===== src/rtl/vpc_pkg.sv =====
package vpc_pkg;

  localparam logic [31:0] VPC_HASH_MULT = 32'h9E37_79B9;

  // Per-iteration hash constant; an odd multiplier keeps entries distinct.
  function automatic logic [31:0] vpc_hash(input int unsigned idx);
    logic [31:0] prod;
    prod = 32'(idx) * VPC_HASH_MULT;
    return prod;
  endfunction

endpackage


===== src/rtl/vpc_issue.sv =====
module vpc_issue #(
  parameter int PC_W     = 32,
  parameter int GHR_W    = 16,
  parameter int MAX_ITER = 12,
  parameter int ITER_W   = 4
) (
  input  logic              clk,
  input  logic              rst_n,
  input  logic              start,
  input  logic [PC_W-1:0]   start_pc,
  input  logic [GHR_W-1:0]  start_ghr,
  input  logic              stop,
  output logic              busy,
  output logic              lk_valid,
  output logic [PC_W-1:0]   lk_vpc,
  output logic [GHR_W-1:0]  lk_vghr,
  output logic [ITER_W-1:0] lk_iter
);

  localparam logic [ITER_W-1:0] LAST_ITER = ITER_W'(MAX_ITER - 1);

  logic              active_q, active_d;
  logic [ITER_W-1:0] iter_q, iter_d;
  logic [PC_W-1:0]   pc_q, pc_d;
  logic [GHR_W-1:0]  vghr_q, vghr_d;

  logic [PC_W-1:0] hash_tab [MAX_ITER];

  generate
    for (genvar g = 0; g < MAX_ITER; g++) begin : g_hash
      localparam logic [31:0] HV = vpc_pkg::vpc_hash(g);
      assign hash_tab[g] = HV[PC_W-1:0];
    end
  endgenerate

  assign busy     = active_q;
  assign lk_valid = active_q & ~stop;
  assign lk_vpc   = pc_q ^ hash_tab[iter_q];
  assign lk_vghr  = vghr_q;
  assign lk_iter  = iter_q;

  always_comb begin
    active_d = active_q;
    iter_d   = iter_q;
    pc_d     = pc_q;
    vghr_d   = vghr_q;
    if (start) begin
      active_d = 1'b1;
      iter_d   = '0;
      pc_d     = start_pc;
      vghr_d   = start_ghr;
    end else if (lk_valid) begin
      iter_d = iter_q + 1'b1;
      vghr_d = vghr_q << 1;
      if (iter_q == LAST_ITER) active_d = 1'b0;
    end else if (stop) begin
      active_d = 1'b0;
    end
  end

  always_ff @(posedge clk or negedge rst_n) begin
    if (!rst_n) begin
      active_q <= 1'b0;
      iter_q   <= '0;
      pc_q     <= '0;
      vghr_q   <= '0;
    end else begin
      active_q <= active_d;
      iter_q   <= iter_d;
      pc_q     <= pc_d;
      vghr_q   <= vghr_d;
    end
  end

  // consecutive lookups see the history shifted by one with a zero fill
  p_vghr_shift_r3: assert property (@(posedge clk) disable iff (!rst_n)
    (lk_valid && $past(lk_valid)) |-> (lk_vghr == ($past(lk_vghr) << 1)));

  // never issues beyond the last iteration
  p_iter_bound_r7: assert property (@(posedge clk) disable iff (!rst_n)
    lk_valid |-> (lk_iter <= LAST_ITER));

  // back-to-back lookups advance the iteration by exactly one
  p_iter_step_r4: assert property (@(posedge clk) disable iff (!rst_n)
    (lk_valid && $past(lk_valid)) |-> (lk_iter == $past(lk_iter) + 1'b1));

endmodule


===== src/rtl/vpc_resolve.sv =====
module vpc_resolve #(
  parameter int PC_W     = 32,
  parameter int MAX_ITER = 12,
  parameter int ITER_W   = 4
) (
  input  logic              clk,
  input  logic              rst_n,
  input  logic              lk_valid,
  input  logic [ITER_W-1:0] lk_iter,
  input  logic              dir_taken,
  input  logic              btb_hit,
  input  logic [PC_W-1:0]   btb_target,
  output logic              pend,
  output logic              done,
  output logic              done_taken,
  output logic [PC_W-1:0]   done_target,
  output logic [ITER_W-1:0] done_iter
);

  localparam logic [ITER_W-1:0] LAST_ITER = ITER_W'(MAX_ITER - 1);

  logic              pend_q, pend_d;
  logic [ITER_W-1:0] iter_q, iter_d;

  assign pend = pend_q;

  always_comb begin
    done        = pend_q & (~btb_hit | dir_taken | (iter_q == LAST_ITER));
    done_taken  = pend_q & btb_hit & dir_taken;
    done_target = btb_target;
    done_iter   = iter_q;
    pend_d      = lk_valid;
    iter_d      = lk_valid ? lk_iter : iter_q;
  end

  always_ff @(posedge clk or negedge rst_n) begin
    if (!rst_n) begin
      pend_q <= 1'b0;
      iter_q <= '0;
    end else begin
      pend_q <= pend_d;
      iter_q <= iter_d;
    end
  end

  // every issued lookup is awaited in the following cycle
  p_pend_after_issue_r4: assert property (@(posedge clk) disable iff (!rst_n)
    lk_valid |=> pend_q);

  // a BTB miss on an awaited answer never yields a taken result
  p_miss_gives_up_r6: assert property (@(posedge clk) disable iff (!rst_n)
    (pend_q && !btb_hit) |-> (done && !done_taken));

endmodule


===== src/rtl/vpc_result.sv =====
module vpc_result #(
  parameter int PC_W   = 32,
  parameter int ITER_W = 4
) (
  input  logic              clk,
  input  logic              rst_n,
  input  logic              load,
  input  logic              load_taken,
  input  logic [PC_W-1:0]   load_target,
  input  logic [ITER_W-1:0] load_iter,
  input  logic              res_ready,
  output logic              res_valid,
  output logic              res_taken,
  output logic [PC_W-1:0]   res_target,
  output logic [ITER_W-1:0] res_iter
);

  logic              valid_q, valid_d;
  logic              taken_q;
  logic [PC_W-1:0]   target_q;
  logic [ITER_W-1:0] iter_q;

  always_comb begin
    valid_d = valid_q;
    if (load)                      valid_d = 1'b1;
    else if (valid_q && res_ready) valid_d = 1'b0;
  end

  always_ff @(posedge clk or negedge rst_n) begin
    if (!rst_n) valid_q <= 1'b0;
    else        valid_q <= valid_d;
  end

  always_ff @(posedge clk or negedge rst_n) begin
    if (!rst_n) begin
      taken_q  <= 1'b0;
      target_q <= '0;
      iter_q   <= '0;
    end else if (load) begin
      taken_q  <= load_taken;
      target_q <= load_target;
      iter_q   <= load_iter;
    end
  end

  assign res_valid  = valid_q;
  assign res_taken  = taken_q;
  assign res_target = target_q;
  assign res_iter   = iter_q;

  // an unconsumed result stays put
  p_res_hold_r8: assert property (@(posedge clk) disable iff (!rst_n)
    (res_valid && !res_ready) |=>
      (res_valid && $stable(res_taken) && $stable(res_target) && $stable(res_iter)));

endmodule


===== src/rtl/vpc_iter_pred.sv =====
module vpc_iter_pred #(
  parameter int PC_W     = 32,
  parameter int GHR_W    = 16,
  parameter int MAX_ITER = 12,
  localparam int ITER_W  = (MAX_ITER > 2) ? $clog2(MAX_ITER) : 1
) (
  input  logic              clk,
  input  logic              rst_ni,
  input  logic              req_valid,
  output logic              req_ready,
  input  logic [PC_W-1:0]   req_pc,
  input  logic [GHR_W-1:0]  req_ghr,
  output logic              lk_valid,
  output logic [PC_W-1:0]   lk_vpc,
  output logic [GHR_W-1:0]  lk_vghr,
  output logic [ITER_W-1:0] lk_iter,
  input  logic              dir_taken,
  input  logic              btb_hit,
  input  logic [PC_W-1:0]   btb_target,
  output logic              res_valid,
  input  logic              res_ready,
  output logic              res_taken,
  output logic [PC_W-1:0]   res_target,
  output logic [ITER_W-1:0] res_iter
);

  logic [1:0] rst_sync_q;
  logic       rst_n;

  always_ff @(posedge clk or negedge rst_ni) begin
    if (!rst_ni) rst_sync_q <= 2'b00;
    else         rst_sync_q <= {rst_sync_q[0], 1'b1};
  end
  assign rst_n = rst_sync_q[1];

  logic              start, walk_busy, pend, done, done_taken;
  logic [PC_W-1:0]   done_target;
  logic [ITER_W-1:0] done_iter;

  assign req_ready = rst_n & ~(walk_busy | pend | res_valid);
  assign start     = req_valid & req_ready;

  vpc_issue #(
    .PC_W(PC_W), .GHR_W(GHR_W), .MAX_ITER(MAX_ITER), .ITER_W(ITER_W)
  ) issue_i (
    .clk(clk), .rst_n(rst_n), .start(start), .start_pc(req_pc),
    .start_ghr(req_ghr), .stop(done), .busy(walk_busy),
    .lk_valid(lk_valid), .lk_vpc(lk_vpc), .lk_vghr(lk_vghr), .lk_iter(lk_iter)
  );

  vpc_resolve #(
    .PC_W(PC_W), .MAX_ITER(MAX_ITER), .ITER_W(ITER_W)
  ) resolve_i (
    .clk(clk), .rst_n(rst_n), .lk_valid(lk_valid), .lk_iter(lk_iter),
    .dir_taken(dir_taken), .btb_hit(btb_hit), .btb_target(btb_target),
    .pend(pend), .done(done), .done_taken(done_taken),
    .done_target(done_target), .done_iter(done_iter)
  );

  vpc_result #(
    .PC_W(PC_W), .ITER_W(ITER_W)
  ) result_i (
    .clk(clk), .rst_n(rst_n), .load(done), .load_taken(done_taken),
    .load_target(done_target), .load_iter(done_iter), .res_ready(res_ready),
    .res_valid(res_valid), .res_taken(res_taken), .res_target(res_target),
    .res_iter(res_iter)
  );

  // no lookup leaves an idle block
  p_no_lookup_idle_r9: assert property (@(posedge clk) disable iff (!rst_n)
    req_ready |-> !lk_valid);

  // the first lookup after acceptance carries the request PC and history
  p_first_lookup_r1: assert property (@(posedge clk) disable iff (!rst_n)
    start |=> (lk_valid && lk_iter == '0 && lk_vpc == $past(req_pc) && lk_vghr == $past(req_ghr)));

  // a deciding answer raises the result valid in the next cycle
  p_result_follows_r8: assert property (@(posedge clk) disable iff (!rst_n)
    done |=> res_valid);

endmodule


===== config.mk =====
export PLATFORM = sky130hd
export DESIGN_NAME = vpc_iter_pred
export DESIGN_NICKNAME = d
export VERILOG_FILES = /design/src/rtl/vpc_pkg.sv /design/src/rtl/vpc_issue.sv /design/src/rtl/vpc_resolve.sv /design/src/rtl/vpc_result.sv /design/src/rtl/vpc_iter_pred.sv
export SDC_FILE = /design/constraint.sdc
export NUM_CORES = 1
export LEC_CHECK = 0
export ABC_AREA = 0
export BUFFER_PORTS_ARGS = -buffer_cell sky130_fd_sc_hd__clkbuf_2
export CORE_MARGIN = 2
export CORE_UTILIZATION = 49
export DETAILED_ROUTE_END_ITERATION = 8
export GPL_TIMING_DRIVEN = 0
export PLACE_DENSITY = 0.84
export SYNTH_ARGS = -nofsm -noshare
export SYNTH_HDL_FRONTEND = slang
export SYNTH_SLANG_ARGS = --single-unit
export TNS_END_PERCENT = 1

===== constraint.sdc =====
create_clock -name clk -period 4.1 [get_ports clk]
set_input_delay 0.615 -clock clk [delete_from_list [all_inputs] [get_ports clk]]
set_output_delay 0.615 -clock clk [all_outputs]
set_load 0.01 [all_outputs]

==> key figures, run 1 <==
Critical path
  – Worst r2r src: rst_sync_q[1]
  – Crit path to: lk_vpc[12]
  – Crit-path cells: clkbuf_1 > inv_1 > ha_1 > inv_1 > o21ai_0 > o21ai_0 > xnor2_1 > clkbuf_2
  – Reg2reg end: issue_i.lk_vghr[1]
  – Top delay family on crit path: buffers and inverters
  – Worst-case reg-to-reg path depth: 6
  – Crit path DAT: 2530 ps
  – Slowest stage cell on the critical path: dfrtp_1
  – Reg2reg setup slack: 1570 ps
  – Critical path type: reg -> out
  – Bufs and invs on worst path: 4
  – Worst path depth: 8
  – Worst EP required: 3480 ps
  – Worst Setup End Kind: primary output
  – Startpoint type of the worst setup path: flip-flop
  – Critical Path Fanout Max: 8
  – CP peak stage delay: 430 ps
  – Worst Setup SP: issue_i.lk_iter[1]

Synth
  – Simple-Gate Fraction of Synth Area: 0.139
  – Post-synth EDFFs: 0
  – Top FF cell, synth: dfrtp_1
  – Xor and xnor area share after synthesis: 0.0668
  – Mapped Area: 4460 um^2
  – Async SR Flop Fraction: 1.00
  – Largest family of logic cells by synthesized area: simple AND/OR/NAND/NOR gates
  – Synthesized instance count: 416
  – Post-synthesis compound-gate area fraction: 0.0901
  – Synth Register Bits: 98
  – Seq/Total Area, Yosys: 0.550
  – Adder-cell area share of the yosys netlist: 0.0168
  – Multiplexer share of the synthesized area: 0.0999
  – Ys Warns: 0
  – Net Count, Synth: 508
  – Netlist cell types: 43
  – Mean post-synth cell area: 10.7 um^2

Floorplan
  – Ports: 178
  – Die H: 99.4 um
  – Die area: 9870 um^2
  – Die Span X: 99.4 um
  – Core area: 8760 um^2
  – Starting density of the core: 0.509
  – Cell Rows: 34

Route
  – Mean number of vias per cell: 5.11
  – Routed WL per cell: 15.7 um
  – Final WL: 11.3 mm
  – DR iter-0 viols: 100
  – Pre-antenna DRT Iters: 4
  – DRC violations left: 0
  – Vias: 3672
  – Final ANT Viol Nets: 0

Power and ir drop
  – Clk pwr share: 0.135
  – PwrDens: 886 nW/um^2
  – P_int: 2.97 mW
  – Worst vdd ir: 562 uV
  – Reg power frac: 0.340
  – Comb power frac: 0.525
  – Static leakage: 3.08 nW
  – Net Sw Frac: 0.417
  – Total power: 5.09 mW
  – Switching Power: 2.12 mW

Global route
  – GR Util All Layers: 0.232
  – Vias in the first global route: 3692
  – First-pass GRT wire length: 18.0 mm
  – Antenna violations before repair: 0
  – Overflow after GRT: 0
  – Largest net degree at the start of global routing: 51

Clock tree
  – Sink Count: 98
  – H-Tree Depth: 3
  – CTS Buf Count: 9
  – Worst-path clk slew: 100 ps
  – CTS root buffer: clkbuf_8
  – Post_cts resized: 0
  – CTS tree: yes
  – Worst-case clock buffer depth: 2
  – Clock latency on the worst-skew pair: 350 ps

Run status
  – Status: completed

STA
  – Setup violations, final: 0
  – Fmax: 0.318 GHz
  – Rel. slew slack: 0.564
  – Max Slew Vio Count: 0
  – Hold WS: 359 ps
  – RSZ-0062 raised after global routing: false
  – Final hold vios: 0
  – Post-route clock period utilization: 0.768
  – Worst setup margin: 952 ps
  – Final Critical Period: 3150 ps
  – Worst-Margin Slew: 655 ps
  – Skew final: 12.9 ps

Place
  – Post-DP HPWL: 8.58 mm
  – Post-placement setup slack: 1350 ps
  – GP Congestion: 0.964
  – Buffers on Ports: 177

Cells and area
  – Proportion of layout cells with a drive suffix above 1: 0.404
  – Layout Nets: 698
  – Final core occ: 0.655
  – Ant. Diodes: 0
  – Layout area overhead: 28.7%
  – Final-layout fill cell count: 683

Job
  – Max-cap violations: 0

Worst hold path
  – HP Class: reg -> async
flip-flops by register name (all words and copies together), names as in the netlist:
register / flops
issue_i.pc_q: 32
result_i.res_target: 32
issue_i.lk_vghr: 16
issue_i.lk_iter: 4
resolve_i.done_iter: 4
result_i.res_iter: 4
rst_sync_q: 2
issue_i.busy: 1
resolve_i.pend: 1
result_i.res_taken: 1
result_i.res_valid: 1
logic make-up after synthesis:
family,Yosys count
and+or+nand+nor,147
DFF,98
AOI/OAI and AO/OA,60
muxes,40
xor gates and xnor gates,34
buffers and inverters,30
adders and majority gates,6
other,1
power by group through the flow:
stage	clock network [mW]	logic [mW]	registers (mW)
after floorplan	0	1.52	1.83
final	0.685	2.67	1.73
after CTS	0.706	2.69	1.73
after global placement	0	2.60	1.72
after global routing	0.743	2.91	1.79
after detailed placement	0	2.67	1.75
final cells by class:
cell class / count / area (um^2) / area share
sequential: 98 / 2460 / 0.428
multi-input combinational: 288 / 1840 / 0.321
timing repair buffer: 179 / 923 / 0.161
buffer: 23 / 136 / 0.0238
tap: 108 / 135 / 0.0236
clock buffer: 11 / 131 / 0.0229
clock inverter: 5 / 87.6 / 0.0153
inverter: 7 / 26.3 / 0.00458
synthesized netlist by cell type, drive strengths merged (2+ instances only):
master / count / area share
nand2: 119 / 0.10
dfrtp: 98 / 0.55
mux2: 36 / 0.091
xnor2: 23 / 0.045
o21ai: 16 / 0.018
buf: 14 / 0.023
a21oi: 12 / 0.014
nor2: 12 / 0.012
xor2: 11 / 0.022
a21o: 9 / 0.015
a22o: 9 / 0.018
clkbuf: 9 / 0.0076
inv: 7 / 0.0059
ha: 6 / 0.017
mux2i: 4 / 0.0090
nand2b: 4 / 0.0056
nand3: 3 / 0.0034
a21boi: 2 / 0.0034
a22oi: 2 / 0.0034
o211ai: 2 / 0.0034
through the flow:
stage | setup TNS [ps] | instances | instance area [um^2]
after global placement | -27250 | 701 | 5480
after detailed placement | 0 | 702 | 5510
after floorplan | 0 | 416 | 4460
after CTS | 0 | 718 | 5730
final | 0 | 719 | 5740
after global routing | 0 | 719 | 5740
cells in the final DEF (no fill, tap or decap), types with 6 or more instances in the layout:
cell	instances
clkbuf_2	177
nand2_1	119
dfrtp_1	97
mux2_2	36
xnor2_1	23
o21ai_0	16
clkbuf_1	11
xor2_1	11
nor2_1	11
a21oi_1	11
a22o_1	9
a21o_1	9
clkbuf_8	9
buf_2	7
inv_1	6
ha_1	6
worst register-to-register path: stages, from the launching register on:
cell      delay [ps]
dfrtp_4          860
buf_16           320
nor4b_4          340
nand2_1          290
clkbuf_1         330
o22ai_1          210
nor2_1            70
worst min-delay path by stage:
stage	slack, ps	to	startpoint
after detailed placement	360	rst_sync_q[1]	rst_sync_q[0]
after global placement	340	rst_sync_q[1]	rst_sync_q[0]
after CTS	6	rst_sync_q[1]	rst_ni
after floorplan	320	rst_sync_q[0]	rst_ni
final	360	result_i.res_target[20]	rst_sync_q[1]
after global routing	370	rst_sync_q[1]	rst_sync_q[0]
per-layer routing:
layer,global-route usage,share of wire
met3,0.0471,0.078
met5,0,0
met2,0.397,0.50
met1,0.298,0.41
met4,0.0717,0.012
timing repair:
item | in CTS | in global routing
setup buffers | 0 | 0
setup endpoints to repair | 0 | 0
endpoints found under the hold margin | 0 | 1
hold buffers | 0 | 1
No activity file was read; power rests on OpenSTA's default activity.
==> inputs of run 2 (changes only) <==
ABC_AREA = 1   (was 0)
CORE_UTILIZATION = 44   (was 49)
PLACE_DENSITY = 0.79   (was 0.84)
clock period = 2.6 ns   (was 4.1 ns; I/O delays follow)
==> key figures, run 2 <==
Global route
  – Most Crowded Layer GR: met2
  – Antenna violations before repair: 0 (unchanged)
  – Vias in the first global route: 4098 (+11%)
  – Largest net degree at the start of global routing: 55 (+7.8%)
  – M1 GR Usage: 0.311 (+0.0132)
  – GR Util All Layers: 0.227 (-0.00466)
  – First-pass GRT wire length: 20.2 mm (+12%)
  – Met2 Usage GRT: 0.368 (-0.0289)
  – Met3 Track Usage GR: 0.0441 (-0.00294)
  – Overflow after GRT: 0 (unchanged)

Cells and area
  – Most common cell after layout, fill and taps aside: nand2_1
  – Final-layout fill cell count: 941 (+38%)
  – Layout Nets: 854 (+22%)
  – Most frequent cells in the layout: 318 x nand2_1, 177 x clkbuf_2, 96 x dfrtp_1
  – Ant. Diodes: 0 (unchanged)
  – Non-Filler Instances: 902 (+25%)
  – Proportion of layout cells with a drive suffix above 1: 0.319 (-0.0857)
  – Fin area: 5980 um^2 (+4.2%)
  – Layout area overhead: 29.8%

Place
  – Buffers on Ports: 177 (unchanged)
  – GP Congestion: 0.929 (-3.7%)
  – Post-DP HPWL: 9.34 mm (+8.9%)
  – Placed Area: 5700 um^2 (+3.4%)
  – Placed cells: 880 (+25%)

Floorplan
  – Starting density of the core: 0.451 (-0.0580)
  – Die Span X: 106 um (+7.0%)
  – Die area: 11300 um^2 (+15%)
  – Core area: 10200 um^2 (+17%)
  – Ports: 178 (unchanged)
  – Cell Rows: 37 (+8.8%)
  – Die H: 106 um (+7.0%)

Critical path
  – Critical path type: reg -> out
  – Critical Path Fanout Max: 7 (-1)
  – Crit path DAT: 2110 ps (-420 ps)
  – Worst Setup End Kind: primary output
  – Crit-path cells: clkbuf_4 > inv_4 > ha_2 > o211ai_1 > nand2_1 > xnor2_1 > clkbuf_2
  – Worst EP required: 2210 ps (-1270 ps)
  – Worst path depth: 7 (-1)
  – Startpoint type of the worst setup path: flip-flop
  – Worst-case reg-to-reg path depth: 8 (+2)
  – Slowest stage cell on the critical path: dfrtp_1
  – CP peak stage delay: 430 ps (about the same)
  – Top delay family on crit path: buffers and inverters
  – Bufs and invs on worst path: 3 (-1)

Route
  – Routed WL per cell: 13.8 um (-12%)
  – Mean number of vias per cell: 4.71 (-7.7%)
  – Vias: 4250 (+16%)
  – Final WL: 12.5 mm (+11%)
  – Pre-antenna DRT Iters: 6 (+2)
  – DRC violations left: 0 (unchanged)
  – DR iter-0 viols: 332 (+230%)
  – Final ANT Viol Nets: 0 (unchanged)

STA
  – Max Slew Vio Count: 0 (unchanged)
  – Fmax: 0.400 GHz
  – Setup violations, final: 0 (unchanged)
  – RSZ-0062 raised after global routing: false
  – Post-route clock period utilization: 0.961
  – Final hold vios: 0 (unchanged)
  – Final Critical Period: 2500 ps
  – Skew final: 10.1 ps (-2.77 ps)

Run status
  – Status: completed

Synth
  – Synth top cells by count: 318 x nand2_1, 98 x dfrtp_1, 24 x nand3_1
  – Count leader, synth: nand2_1
  – Top-area cell type share of the netlist area: 0.532 (-0.0182)
  – Mapped Area: 4610 um^2 (+3.4%)
  – Largest family of logic cells by synthesized area: simple AND/OR/NAND/NOR gates
  – Post-synthesis compound-gate area fraction: 0.0277 (-0.0624)
  – Ys Warns: 0 (unchanged)
  – Xor and xnor area share after synthesis: 0.0608 (-0.00601)
  – Post-synth top area cell: dfrtp_1
  – Multiplexer share of the synthesized area: 0 (-0.0999)
  – Net Count, Synth: 658 (+30%)
  – Top FF cell, synth: dfrtp_1
  – Post-synth EDFFs: 0 (unchanged)
  – Ranking of synthesized cells by area: dfrtp_1 53%, nand2_1 26%, xnor2_1 3.8%
  – Async SR Flop Fraction: 1.00 (unchanged)
  – Netlist cell types: 23 (-47%)
  – Simple-Gate Fraction of Synth Area: 0.308 (+0.170)
  – Synth Register Bits: 98 (unchanged)
  – Mean post-synth cell area: 8.14 um^2 (-24%)
  – Synthesized instance count: 566 (+36%)
  – Adder-cell area share of the yosys netlist: 0.0163 (-0.000558)
  – Seq/Total Area, Yosys: 0.532 (-0.0182)

Clock tree
  – CTS root buffer: clkbuf_8
  – Worst-path clk slew: 90 ps (about the same)
  – Clock latency on the worst-skew pair: 360 ps (about the same)
  – H-Tree Depth: 3 (unchanged)
  – CTS tree: yes
  – CTS Buf Count: 9 (unchanged)
  – Sink Count: 98 (unchanged)
  – Worst-case clock buffer depth: 2 (unchanged)

Job
  – Max-cap violations: 0 (unchanged)

Worst hold path
  – Hold Path Stages: 2
  – HP Class: in -> reg

Power and ir drop
  – PwrDens: 1400 nW/um^2 (+58%)
  – Worst vdd ir: 834 uV (+48%)
  – Static leakage: 3.52 nW (+15%)
  – Total power: 8.37 mW (+65%)
run 2: changes by cell type after synthesis, sizes merged, moves of 9 or more:
cell | before | now
nand2 | 119 | 321
mux2 | 36 | 0
nand3 | 3 | 25
buf | 14 | 28
a21oi | 12 | 0
inv | 7 | 19
a21o | 9 | 0
a22o | 9 | 0
clkbuf | 9 | 0
run 2: metrics by stage:
step,setup TNS (ps),hold slack (ps),util,setup WS (ps)
after floorplan,0,94.4,-,195
after global placement,-17140,177,0.554,-439
after detailed placement,0,178,0.557,170
after CTS,-272,196,0.578,-94.8
after global routing,0,200,0.585,0.193
final,0,214,0.585,102
run 2: logic make-up after synthesis:
| kind of cell | Yosys count |
|---|---|
| flip-flops | 98 |
| XOR/XNOR | 32 |
| AND/OR/NAND/NOR | 359 |
| adder cells (fa/ha/maj) | 6 |
| other | 1 |
| AO/OA/AOI/OAI | 23 |
| buffers and inverters | 47 |
run 2: where the power goes:
| part | leakage [nW] | switching [mW] | internal, mW | total [mW] |
|---|---|---|---|---|
| clock | 0.0916 | 0.516 | 0.396 | 0.911 |
| combinational | 2.19 | 2.85 | 1.95 | 4.80 |
| sequential | 1.24 | 0.462 | 2.20 | 2.66 |
| total | 3.52 | 3.82 | 4.55 | 8.37 |
run 2: final cells by class:
cell class | instances | area [um^2] | area share
sequential | 98 | 2460 | 0.411
buffer | 28 | 180 | 0.0301
multi-input combinational | 421 | 1930 | 0.322
clock inverter | 4 | 26.3 | 0.00439
inverter | 19 | 77.6 | 0.0130
timing repair buffer | 185 | 992 | 0.166
tap | 136 | 170 | 0.0285
clock buffer | 11 | 151 | 0.0253
run 2: worst paths after layout:
check / slack [ps] / from / end
min in group asynchronous: 220 / rst_sync_q[1] / issue_i.pc_q[16]
hold reg to reg: 220 / rst_sync_q[1] / issue_i.pc_q[16]
hold / removal: 210 / res_ready / result_i.res_valid
setup / recovery: 100 / issue_i.lk_iter[1] / lk_vpc[23]
max in group asynchronous: 1850 / rst_sync_q[1] / issue_i.lk_iter[0]
setup reg to reg: 730 / rst_sync_q[1] / issue_i.lk_iter[1]
run 2: routing by layer:
metal  part of all wire  vias to the layer above
met5                  0                        -
met4             0.0087                        0
met3              0.079                        7
met2               0.46                      190
met1               0.45                     1935
li1                   -                     2118
run 2: repair_timing:
| action | 4_1_cts | 5_1_grt |
|---|---|---|
| hold buffers | 1 | 0 |
| endpoints found under the hold margin | 2 | 0 |
| resized for setup | 1 | 8 |
| setup buffers | 1 | 5 |
| endpoints found under the setup margin | 21 | 22 |
| pin swaps | 0 | 2 |
